## src/rtl/shift_clk_timer_pkg.sv

```systemverilog
package shift_clk_timer_pkg;

    typedef enum logic [1:0] {
        MODE_OFF  = 2'b00,
        MODE_BAUD = 2'b01,
        MODE_PWM  = 2'b10,
        MODE_WIDE = 2'b11
    } tmr_mode_e;

    typedef enum logic [1:0] {
        S_IDLE = 2'b00,
        S_LOW  = 2'b01,
        S_HIGH = 2'b10
    } tmr_state_e;

    typedef enum logic [1:0] {
        PIN_OFF  = 2'b00,
        PIN_OE   = 2'b01,
        PIN_DATA = 2'b10,
        PIN_OUT  = 2'b11
    } pin_cfg_e;

endpackage

```

## src/rtl/sct_trigger.sv

```systemverilog
module sct_trigger #(
    parameter int NUM_PINS = 8,
    localparam int NGRP   = NUM_PINS / 2,
    localparam int NSEL_W = $clog2(NGRP),
    localparam int TSEL_W = NSEL_W + 2
) (
    input  logic                clk,
    input  logic                rst,
    input  logic                use_int,
    input  logic [TSEL_W-1:0]   sel,
    input  logic                pol,
    input  logic                ext_trg,
    input  logic [NUM_PINS-1:0] pin_in,
    input  logic [NGRP-1:0]     shf_flag,
    input  logic [NGRP-1:0]     tmr_trg,
    output logic                trg_act,
    output logic                trg_rise
);
    logic [NSEL_W-1:0] grp;
    logic              int_raw;
    logic              raw;
    logic              act_q;

    assign grp = sel[TSEL_W-1:2];

    always_comb begin
        unique case (sel[1:0])
            2'b00: int_raw = pin_in[{grp, 1'b0}];
            2'b01: int_raw = shf_flag[grp];
            2'b10: int_raw = pin_in[{grp, 1'b1}];
            2'b11: int_raw = tmr_trg[grp];
        endcase
    end

    assign raw      = use_int ? int_raw : ext_trg;
    assign trg_act  = raw ^ pol;
    assign trg_rise = trg_act & ~act_q;

    // held high in reset so a trigger already active on release is not an edge
    always_ff @(posedge clk) begin
        if (rst) act_q <= 1'b1;
        else     act_q <= trg_act;
    end
endmodule

```

## src/rtl/sct_pin_drive.sv

```systemverilog
module sct_pin_drive
    import shift_clk_timer_pkg::*;
#(
    parameter int NUM_PINS = 8,
    localparam int PSEL_W = $clog2(NUM_PINS)
) (
    input  logic                level,
    input  logic [1:0]          cfg,
    input  logic                pol,
    input  logic [PSEL_W-1:0]   sel,
    output logic [NUM_PINS-1:0] pin_od,
    output logic [NUM_PINS-1:0] pin_oe
);
    logic pv;
    logic drv_od;
    logic drv_oe;

    assign pv = level ^ pol;

    always_comb begin
        unique case (pin_cfg_e'(cfg))
            PIN_OFF:  begin drv_oe = 1'b0; drv_od = 1'b0; end
            PIN_OE:   begin drv_oe = pv;   drv_od = 1'b0; end
            PIN_DATA: begin drv_oe = 1'b0; drv_od = pv;   end
            PIN_OUT:  begin drv_oe = 1'b1; drv_od = pv;   end
        endcase
    end

    for (genvar i = 0; i < NUM_PINS; i++) begin : g_pin
        localparam logic [PSEL_W-1:0] IDX = PSEL_W'(i);
        assign pin_od[i] = (sel == IDX) & drv_od;
        assign pin_oe[i] = (sel == IDX) & drv_oe;
    end
endmodule

```

## src/rtl/shift_clk_timer.sv

```systemverilog
module shift_clk_timer
    import shift_clk_timer_pkg::*;
#(
    parameter int NUM_PINS = 8,
    parameter int CMP_W    = 16,
    localparam int HALF   = CMP_W / 2,
    localparam int NGRP   = NUM_PINS / 2,
    localparam int TSEL_W = $clog2(NGRP) + 2,
    localparam int PSEL_W = $clog2(NUM_PINS)
) (
    input  logic                clk,
    input  logic                rst,
    input  logic [1:0]          cfg_mode,
    input  logic [CMP_W-1:0]    cfg_cmp,
    input  logic                cfg_trg_int,
    input  logic [TSEL_W-1:0]   cfg_trg_sel,
    input  logic                cfg_trg_pol,
    input  logic [1:0]          cfg_pin_cfg,
    input  logic                cfg_pin_pol,
    input  logic [PSEL_W-1:0]   cfg_pin_sel,
    input  logic                ext_trg,
    input  logic [NUM_PINS-1:0] pin_in,
    input  logic [NGRP-1:0]     shf_flag,
    input  logic [NGRP-1:0]     tmr_trg,
    output logic                sclk,
    output logic                tmr_done,
    output logic [NUM_PINS-1:0] pin_od,
    output logic [NUM_PINS-1:0] pin_oe
);
    tmr_mode_e  mode;
    tmr_state_e state, nxt;
    logic [CMP_W-1:0] cnt, cnt_n;
    logic [HALF-1:0]  bits, bits_n;
    logic             done_q, done_n;
    logic             trg_act, trg_rise;
    logic [CMP_W-1:0] lo_byte, hi_byte, reload_hi, reload_lo;

    assign mode    = tmr_mode_e'(cfg_mode);
    assign lo_byte = {{HALF{1'b0}}, cfg_cmp[HALF-1:0]};
    assign hi_byte = {{HALF{1'b0}}, cfg_cmp[CMP_W-1:HALF]};

    sct_trigger #(.NUM_PINS(NUM_PINS)) u_trg (
        .clk      (clk),
        .rst      (rst),
        .use_int  (cfg_trg_int),
        .sel      (cfg_trg_sel),
        .pol      (cfg_trg_pol),
        .ext_trg  (ext_trg),
        .pin_in   (pin_in),
        .shf_flag (shf_flag),
        .tmr_trg  (tmr_trg),
        .trg_act  (trg_act),
        .trg_rise (trg_rise)
    );

    // reload values per phase, chosen by mode
    always_comb begin
        unique case (mode)
            MODE_PWM:  begin reload_hi = lo_byte; reload_lo = hi_byte; end
            MODE_WIDE: begin reload_hi = cfg_cmp; reload_lo = cfg_cmp; end
            default:   begin reload_hi = lo_byte; reload_lo = lo_byte; end
        endcase
    end

    // next-state logic
    always_comb begin
        nxt    = state;
        cnt_n  = cnt;
        bits_n = bits;
        done_n = 1'b0;
        if (mode == MODE_OFF) begin
            nxt = S_IDLE;
        end else begin
            unique case (state)
                S_IDLE: begin
                    if (trg_rise) begin
                        bits_n = cfg_cmp[CMP_W-1:HALF];
                        if (mode == MODE_PWM) begin
                            nxt   = S_HIGH;
                            cnt_n = lo_byte;
                        end else begin
                            nxt   = S_LOW;
                            cnt_n = (mode == MODE_WIDE) ? cfg_cmp : lo_byte;
                        end
                    end
                end
                S_LOW, S_HIGH: begin
                    if (mode != MODE_BAUD && !trg_act) begin
                        nxt = S_IDLE;
                    end else if (cnt != '0) begin
                        cnt_n = cnt - 1'b1;
                    end else if (state == S_LOW) begin
                        nxt   = S_HIGH;
                        cnt_n = reload_hi;
                    end else if (mode == MODE_BAUD && bits == '0) begin
                        nxt    = S_IDLE;
                        done_n = 1'b1;
                    end else begin
                        if (mode == MODE_BAUD) bits_n = bits - 1'b1;
                        nxt   = S_LOW;
                        cnt_n = reload_lo;
                    end
                end
                default: nxt = S_IDLE;
            endcase
        end
    end

    // state register
    always_ff @(posedge clk) begin
        if (rst) begin
            state  <= S_IDLE;
            cnt    <= '0;
            bits   <= '0;
            done_q <= 1'b0;
        end else begin
            state  <= nxt;
            cnt    <= cnt_n;
            bits   <= bits_n;
            done_q <= done_n;
        end
    end

    // outputs
    always_comb begin
        sclk     = (state == S_HIGH);
        tmr_done = done_q;
    end

    sct_pin_drive #(.NUM_PINS(NUM_PINS)) u_pin (
        .level  (sclk),
        .cfg    (cfg_pin_cfg),
        .pol    (cfg_pin_pol),
        .sel    (cfg_pin_sel),
        .pin_od (pin_od),
        .pin_oe (pin_oe)
    );

    assert_idle_waits_edge_R1: assert property (@(posedge clk) disable iff (rst)
        (state == S_IDLE && !trg_rise) |=> (state == S_IDLE));

    assert_done_after_high_R5: assert property (@(posedge clk) disable iff (rst)
        tmr_done |-> $past(sclk));

    assert_done_single_R5: assert property (@(posedge clk) disable iff (rst)
        tmr_done |=> !tmr_done);

    assert_off_drops_clock_R8: assert property (@(posedge clk) disable iff (rst)
        (cfg_mode == 2'b00) |=> !sclk);

    assert_one_pin_R10: assert property (@(posedge clk) disable iff (rst)
        $onehot0(pin_oe) && $onehot0(pin_od));
endmodule

```

## config.mk

```make
export PLATFORM = sky130hd
export DESIGN_NAME = shift_clk_timer
export DESIGN_NICKNAME = d
export VERILOG_FILES = /design/src/rtl/shift_clk_timer_pkg.sv /design/src/rtl/sct_trigger.sv /design/src/rtl/sct_pin_drive.sv /design/src/rtl/shift_clk_timer.sv
export SDC_FILE = /design/constraint.sdc
export NUM_CORES = 1
export LEC_CHECK = 0
export BUFFER_PORTS_ARGS = -buffer_cell sky130_fd_sc_hd__buf_4
export CAP_MARGIN = 20
export CORE_UTILIZATION = 40
export DETAILED_ROUTE_END_ITERATION = 16
export HOLD_SLACK_MARGIN = 0.05
export SETUP_SLACK_MARGIN = 0.4
export SLEW_MARGIN = 10
export SYNTH_ARGS = -nofsm -noshare
export SYNTH_HDL_FRONTEND = slang
export SYNTH_HIERARCHICAL = 1
export SYNTH_SLANG_ARGS = --single-unit
```

## constraint.sdc

```tcl
create_clock -name clk -period 4.76 [get_ports clk]
set_clock_uncertainty 0.1 [all_clocks]
set_input_delay 0.238 -clock clk [delete_from_list [all_inputs] [get_ports clk]]
set_output_delay 0.238 -clock clk [all_outputs]
set_load 0.03 [all_outputs]
```

==> flow_summary.json, run 1 <==
{
  "place.gp.congestion": 0.929,
  "synth_edf_count": 0,
  "slew_viol_final": 0,
  "ys.warnings.count": 6,
  "syn_avg_cell_area_sq_um": 7.63,
  "nNetsFinal": 441,
  "fin_ws_ps": 1710,
  "async_flop_share_pct": 0,
  "cts_buffers": 3,
  "powerDensity_nw_per_um2": 368,
  "outcome": "complete, no violations",
  "hold_ws_ps": 138,
  "wl_microns": 7610,
  "layout_common_cells": "buf_4 (68), nand2_1 (30), dfxtp_1 (28), nand3_1 (25), nor2_1 (19)",
  "cts.htree.levels": 1,
  "drv_cap": 0,
  "clock_latency_ps": 290,
  "grt_use_met2_pct": 42.7,
  "rsz0062_at_grt": "no",
  "internal_power_mw": 0.624,
  "die_x_microns": 81.2,
  "final_cell_count_no_fill": 459,
  "path_class": "input port to flip-flop",
  "cts-root-buf": "clkbuf_8",
  "drtIter0Drc": 208,
  "grt_use_met3_pct": 2.70,
  "n_fill_cell": 606,
  "power.leakage_nw": 1.30,
  "synth_area_sq_um": 2510,
  "hpwl_microns": 5740,
  "core_sq_um": 5990,
  "pwr-share-clk_pct": 17.9,
  "syn_nets": 385,
  "place_ws_ps": 1500,
  "power_mw": 1.14,
  "die_area_sq_um": 6600,
  "p_seq_share_pct": 26.6,
  "first_pass_iters": 4,
  "overflow": 0,
  "hold_buffers": 0,
  "cp-start-kind": "input port",
  "busiest_layer": "met2",
  "slew_headroom_pct": 39.7,
  "synthCells": 329,
  "r2r_cells": 7,
  "cp_max_fo": 9,
  "drc_errors": 0,
  "postCtsSetupRepairBufs": 0,
  "utilization_pct": 51.8,
  "endpoint_kind": "flip-flop",
  "fin_area_sq_um": 3100,
  "holdPathStages": 3,
  "worstHoldEndpoint": "cnt[3]",
  "dpl.cell_count": 455,
  "reg2reg_from": "state[0]",
  "switchingPower_mw": 0.517,
  "start_util_pct": 41.9,
  "clkSinkCount": 28,
  "boundaryPins": 67,
  "final_common_cell": "buf_4",
  "synthFlopType": "dfxtp_1",
  "worstPathRequired_ps": 4880,
  "ant_nets": 0,
  "worstHoldPathType": "input port to flip-flop",
  "startpoint": "cfg_trg_sel[3]",
  "grt_pass1_wl_microns": 12500,
  "finalHoldViolCount": 0,
  "setup-violations-final": 0,
  "ys_seq_area_share_pct": 22.3,
  "cts_tree": "yes",
  "final.min_clock_period_ps": 3050,
  "reg2reg_slack_ps": 1750,
  "swShare_pct": 45.3,
  "ys_ff_latch": 28,
  "p_comb_share_pct": 55.5,
  "drive_above_1_share_pct": 21.6,
  "wire_per_inst_microns": 16.6,
  "final.period_utilization_pct": 64.0,
  "tightest_slew_ps": 896,
  "grt_antenna_before_repair": 0,
  "post_cts_resize_count": 0,
  "io_buffers": 66,
  "fmax_mhz": 328,
  "hp-start": "cfg_cmp[3]",
  "diodes": 0,
  "vias": 2761,
  "r2r_end": "cnt[5]",
  "grt_max_degree": 21,
  "rows": 28,
  "track_usage_pct": 24.8,
  "cts_buffer_depth": 2,
  "arrival_ps": 3160,
  "final.setup.tns_ps": 0,
  "synth.distinct_cells": 57,
  "peakVddDrop_mv": 0.182,
  "clkSlewWorstSetupHoldPaths_ps": 120,
  "grt_use_met1_pct": 32.0,
  "die_y_microns": 81.2,
  "viasPerCell": 6.02,
  "placed_area_sq_um": 3030,
  "area_delta_synth_final_pct": 23.7,
  "grt_pass1_vias": 2531
}
-- registers in the layout, summed over array words and instances (netlist names) --
| register | cells |
|---|---|
| bits | 8 |
| u_trg/act_q | 1 |
| state | 2 |
| cnt | 16 |
| tmr_done | 1 |
-- logic make-up (layout without fill, tap and decap cells) --
family / Yosys count / in the layout / synth area share [%]
AO/OA/AOI/OAI: 85 / 85 / 25.0
XOR/XNOR: 6 / 6 / 2.39
adder cells (fa/ha/maj): 7 / 7 / 3.49
buffers and inverters: 34 / 89 / 5.78
flip-flops: 28 / 28 / 22.3
multiplexers: 20 / 20 / 9.02
AND/OR/NAND/NOR: 149 / 149 / 32.0
-- power by group through the flow --
| stage | Combinational, mW | Sequential [mW] | Clock, mW |
|---|---|---|---|
| 2_1_floorplan | 0.474 | 0.299 | 0 |
| 3_3_place_gp | 0.626 | 0.307 | 0 |
| 3_5_place_dp | 0.624 | 0.308 | 0 |
| 4_1_cts | 0.627 | 0.302 | 0.206 |
| 5_1_grt | 0.704 | 0.308 | 0.218 |
| 6_report | 0.633 | 0.303 | 0.205 |
-- critical path, stage by stage --
cell,delay (ps)
buf_4,160
mux2i_1,120
mux4_2,490
mux2i_1,180
a31oi_1,200
nor2b_1,120
nor4_1,750
o31a_1,350
nand2_1,240
o31ai_1,310
-- synth_stat cells (4+ instances only) --
cell / instances / area share, %
clkbuf_1: 8 / 1.2
mux2i_1: 17 / 6.8
or4_1: 5 / 1.5
o21ai_0: 13 / 2.6
ha_1: 7 / 3.5
o31ai_1: 9 / 2.7
o211ai_1: 5 / 1.5
nor2_1: 19 / 2.8
nand2b_1: 9 / 2.2
o32ai_1: 9 / 3.1
nor4_1: 7 / 1.7
nand4_1: 5 / 1.2
buf_2: 4 / 0.80
dfxtp_1: 28 / 22
nand2_1: 30 / 4.5
nand3_1: 25 / 5.0
inv_1: 16 / 2.4
or3_1: 11 / 2.7
nor3_1: 16 / 3.2
a21oi_1: 15 / 3.0
-- worst max-delay path by stage --
stage,end,cells after the start,slack [ps]
2_1_floorplan,cnt[2],10,1930
3_3_place_gp,cnt[12],10,1590
3_5_place_dp,cnt[4],10,1500
4_1_cts,cnt[5],10,1780
5_1_grt,cnt[5],10,1430
6_report,cnt[5],10,1710
-- per-layer routing --
metal	up-vias	wire length (microns)	part of all wire, %
met4	0	104	1.4
met3	9	494	6.5
met1	1283	3350	44
met5	-	0	0
li1	1379	-	-
met2	90	3660	48
-- area by class of cell --
| type | count | area [sq um] | share of cell area, % |
|---|---|---|---|
| Multi-Input combinational cell | 267 | 1800 | 58.1 |
| Sequential cell | 28 | 561 | 18.1 |
| Timing Repair Buffer | 68 | 510 | 16.4 |
| Tap cell | 75 | 93.8 | 3.02 |
| Inverter | 17 | 63.8 | 2.06 |
| Clock buffer | 3 | 41.3 | 1.33 |
| Clock inverter | 1 | 30.0 | 0.967 |
(Power assumes the default switching activity.)
==> run 2: changes to the inputs <==
--- a/config.mk
+++ b/config.mk
@@ -10,6 +10,7 @@
 export CORE_UTILIZATION = 40
 export DETAILED_ROUTE_END_ITERATION = 16
 export HOLD_SLACK_MARGIN = 0.05
+export PLACE_DENSITY = 0.66
 export SETUP_SLACK_MARGIN = 0.4
 export SLEW_MARGIN = 10
 export SYNTH_ARGS = -nofsm -noshare
==> constraint.sdc (replaced) <==
create_clock -name clk -period 2.7 [get_ports clk]
set_clock_uncertainty 0.1 [all_clocks]
set_input_delay 0.135 -clock clk [delete_from_list [all_inputs] [get_ports clk]]
set_output_delay 0.135 -clock clk [all_outputs]
set_load 0.03 [all_outputs]
==> run 2 against run 1 <==
  * Via count increased by 3.8%
  * Global-route usage decreased by 1.2 points
  * Cell area increased by 10%
  * Critical path depth increased by 1
  * Worst hold slack got worse by 80 ps
  * Worst setup slack got worse by 1300 ps
  * Power increased by 92%
  * Count of clock-buffer cells in the layout unchanged
  * Utilization increased by 5.3 points
  * Routed wire length increased by 5.0%
  * Die area unchanged
  * Largest power group unchanged
==> flow_summary.json, run 2 (same netlist as run 1, synthesis figures left out) <==
{
  "outcome": "complete, no violations",
  "largestRegisters": "cnt (16), bits (8), state (2)",
  "layout_common_cells": "buf_4 (81), nand2_1 (28), dfxtp_1 (26), nand3_1 (25), nor2_1 (18)",
  "boundaryPins": 67,
  "cts_buffers": 3,
  "cts_buffer_depth": 2,
  "slew_viol_final": 0,
  "drv_cap": 0,
  "critPathMostFrequentCell": "buf_6",
  "grt_pass1_vias": 2526,
  "drive_above_1_share_pct": 31.3,
  "drc_errors": 0,
  "path_class": "input port to flip-flop",
  "drtIter0Drc": 171,
  "final.period_utilization_pct": 86.1,
  "worst_path_max_delay_cell": "mux4_2",
  "hpwl_microns": 5880,
  "overflow": 0,
  "endpoint_kind": "flip-flop",
  "final_common_cell": "buf_4",
  "cp_num_buf_inv": 2,
  "p_seq_share_pct": 24.5,
  "r2r_end": "cnt[10]",
  "path_depth": 11,
  "cp-start-kind": "input port",
  "grt_antenna_before_repair": 0,
  "clkSlewWorstSetupHoldPaths_ps": 100,
  "final_cell_count_no_fill": 478,
  "worstHoldEndpoint": "cnt[6]",
  "peakVddDrop_mv": 0.361,
  "first_pass_iters": 5,
  "largest_register_ff_count": 16,
  "path_delay_family": "multiplexers",
  "worstPathRequired_ps": 2810,
  "slew_headroom_pct": 65.3,
  "cp_slowest_stage_delay_ps": 490,
  "hp-start": "cfg_cmp[6]",
  "clock_latency_ps": 280,
  "tightest_slew_ps": 517,
  "top_register": "cnt",
  "grt_max_degree": 21,
  "reg2reg_slack_ps": 390,
  "core_sq_um": 5990,
  "ant_nets": 0,
  "area_delta_synth_final_pct": 36.2,
  "utilization_pct": 57.1,
  "fin_area_sq_um": 3420,
  "path_cells": "buf_6 > mux2i_1 > mux4_2 > mux2i_2 > nand3_1 > and3b_1 > nor4_4 > o31a_1 > buf_6 > nand2_4 > o31ai_2",
  "cts-root-buf": "clkbuf_8",
  "grt_pass1_wl_microns": 12100,
  "cp_max_fo": 8,
  "die_y_microns": 81.2,
  "vias": 2865,
  "r2r_cells": 8,
  "pwr-share-clk_pct": 15.9,
  "viasPerCell": 5.99,
  "power.leakage_nw": 1.42,
  "die_x_microns": 81.2,
  "arrival_ps": 2430,
  "holdPathStages": 3,
  "place.gp.congestion": 0.892,
  "die_area_sq_um": 6600,
  "power_mw": 2.19,
  "final.setup.tns_ps": 0,
  "final.min_clock_period_ps": 2330,
  "powerDensity_nw_per_um2": 640,
  "start_util_pct": 41.9,
  "diodes": 0,
  "cts.htree.levels": 1,
  "fmax_mhz": 430,
  "worstHoldPathType": "input port to flip-flop",
  "p_comb_share_pct": 59.6,
  "finalHoldViolCount": 0,
  "rsz0062_at_grt": "yes",
  "rows": 28,
  "swShare_pct": 44.9,
  "switchingPower_mw": 0.983,
  "wl_microns": 7990,
  "internal_power_mw": 1.21,
  "dpl.cell_count": 464,
  "clkSinkCount": 28,
  "io_buffers": 66,
  "nNetsFinal": 460,
  "cts_tree": "yes",
  "setup-violations-final": 0,
  "track_usage_pct": 23.5,
  "reg2reg_from": "cnt[1]",
  "wire_per_inst_microns": 16.7,
  "placed_area_sq_um": 3160
}
## run 2: worst max-delay path by stage
| stage | endpoint | slack [ps] | start |
|---|---|---|---|
| after global routing | cnt[10] | 230 | cnt[1] |
| final | cnt[2] | 370 | cfg_trg_sel[3] |
| after detailed placement | cnt[2] | 0.5 | cfg_trg_sel[3] |
| after floorplan | pin_oe[1] | 250 | state[0] |
| after global placement | cnt[2] | 90 | cfg_trg_sel[3] |
| after CTS | cnt[2] | 400 | cfg_trg_sel[3] |
## run 2: through the flow
stage | hold slack (ps) | worst slack, ps
2_1_floorplan | 145 | 250
3_3_place_gp | 356 | 92.9
3_5_place_dp | 360 | 0.516
4_1_cts | 57.1 | 402
5_1_grt | 55.9 | 230
6_report | 58.2 | 374
## run 2: per-layer routing
layer	GRT usage, %	part of all wire [%]	vias up
li1	-	-	1413
met1	30.5	44	1329
met2	40.5	49	117
met3	3.71	6.4	6
met4	5.54	0.66	0
met5	0	0	-
## run 2: worst min-delay path, cell delays in order
cell,delay [ps]
buf_4,110
nor2_1,90
o31ai_1,80
## run 2: area by class of cell
type | instances | area (sq um)
Inverter | 17 | 63.8
Sequential cell | 28 | 563
Clock buffer | 3 | 41.3
Multi-Input combinational cell | 268 | 1960
Tap cell | 75 | 93.8
Timing Repair Buffer | 86 | 671
Clock inverter | 1 | 30.0
Fill cell | 546 | 2570
## run 2: what timing repair did
item / 4_1_cts / 5_1_grt
cloned: 0 / 1
setup endpoints to repair: 24 / 33
pin swaps: 4 / 6
gates resized for setup: 6 / 19
setup buffers: 3 / 4
hold buffers: 2 / 0
hold endpoints to repair: 2 / 0
## run 2: power groups by stage
stage | clock network (mW) | registers (mW) | logic (mW)
floorplan | 0 | 0.527 | 0.870
global placement | 0 | 0.539 | 1.18
detailed placement | 0 | 0.542 | 1.17
CTS | 0.356 | 0.532 | 1.21
global route | 0.374 | 0.546 | 1.42
finish | 0.348 | 0.537 | 1.30
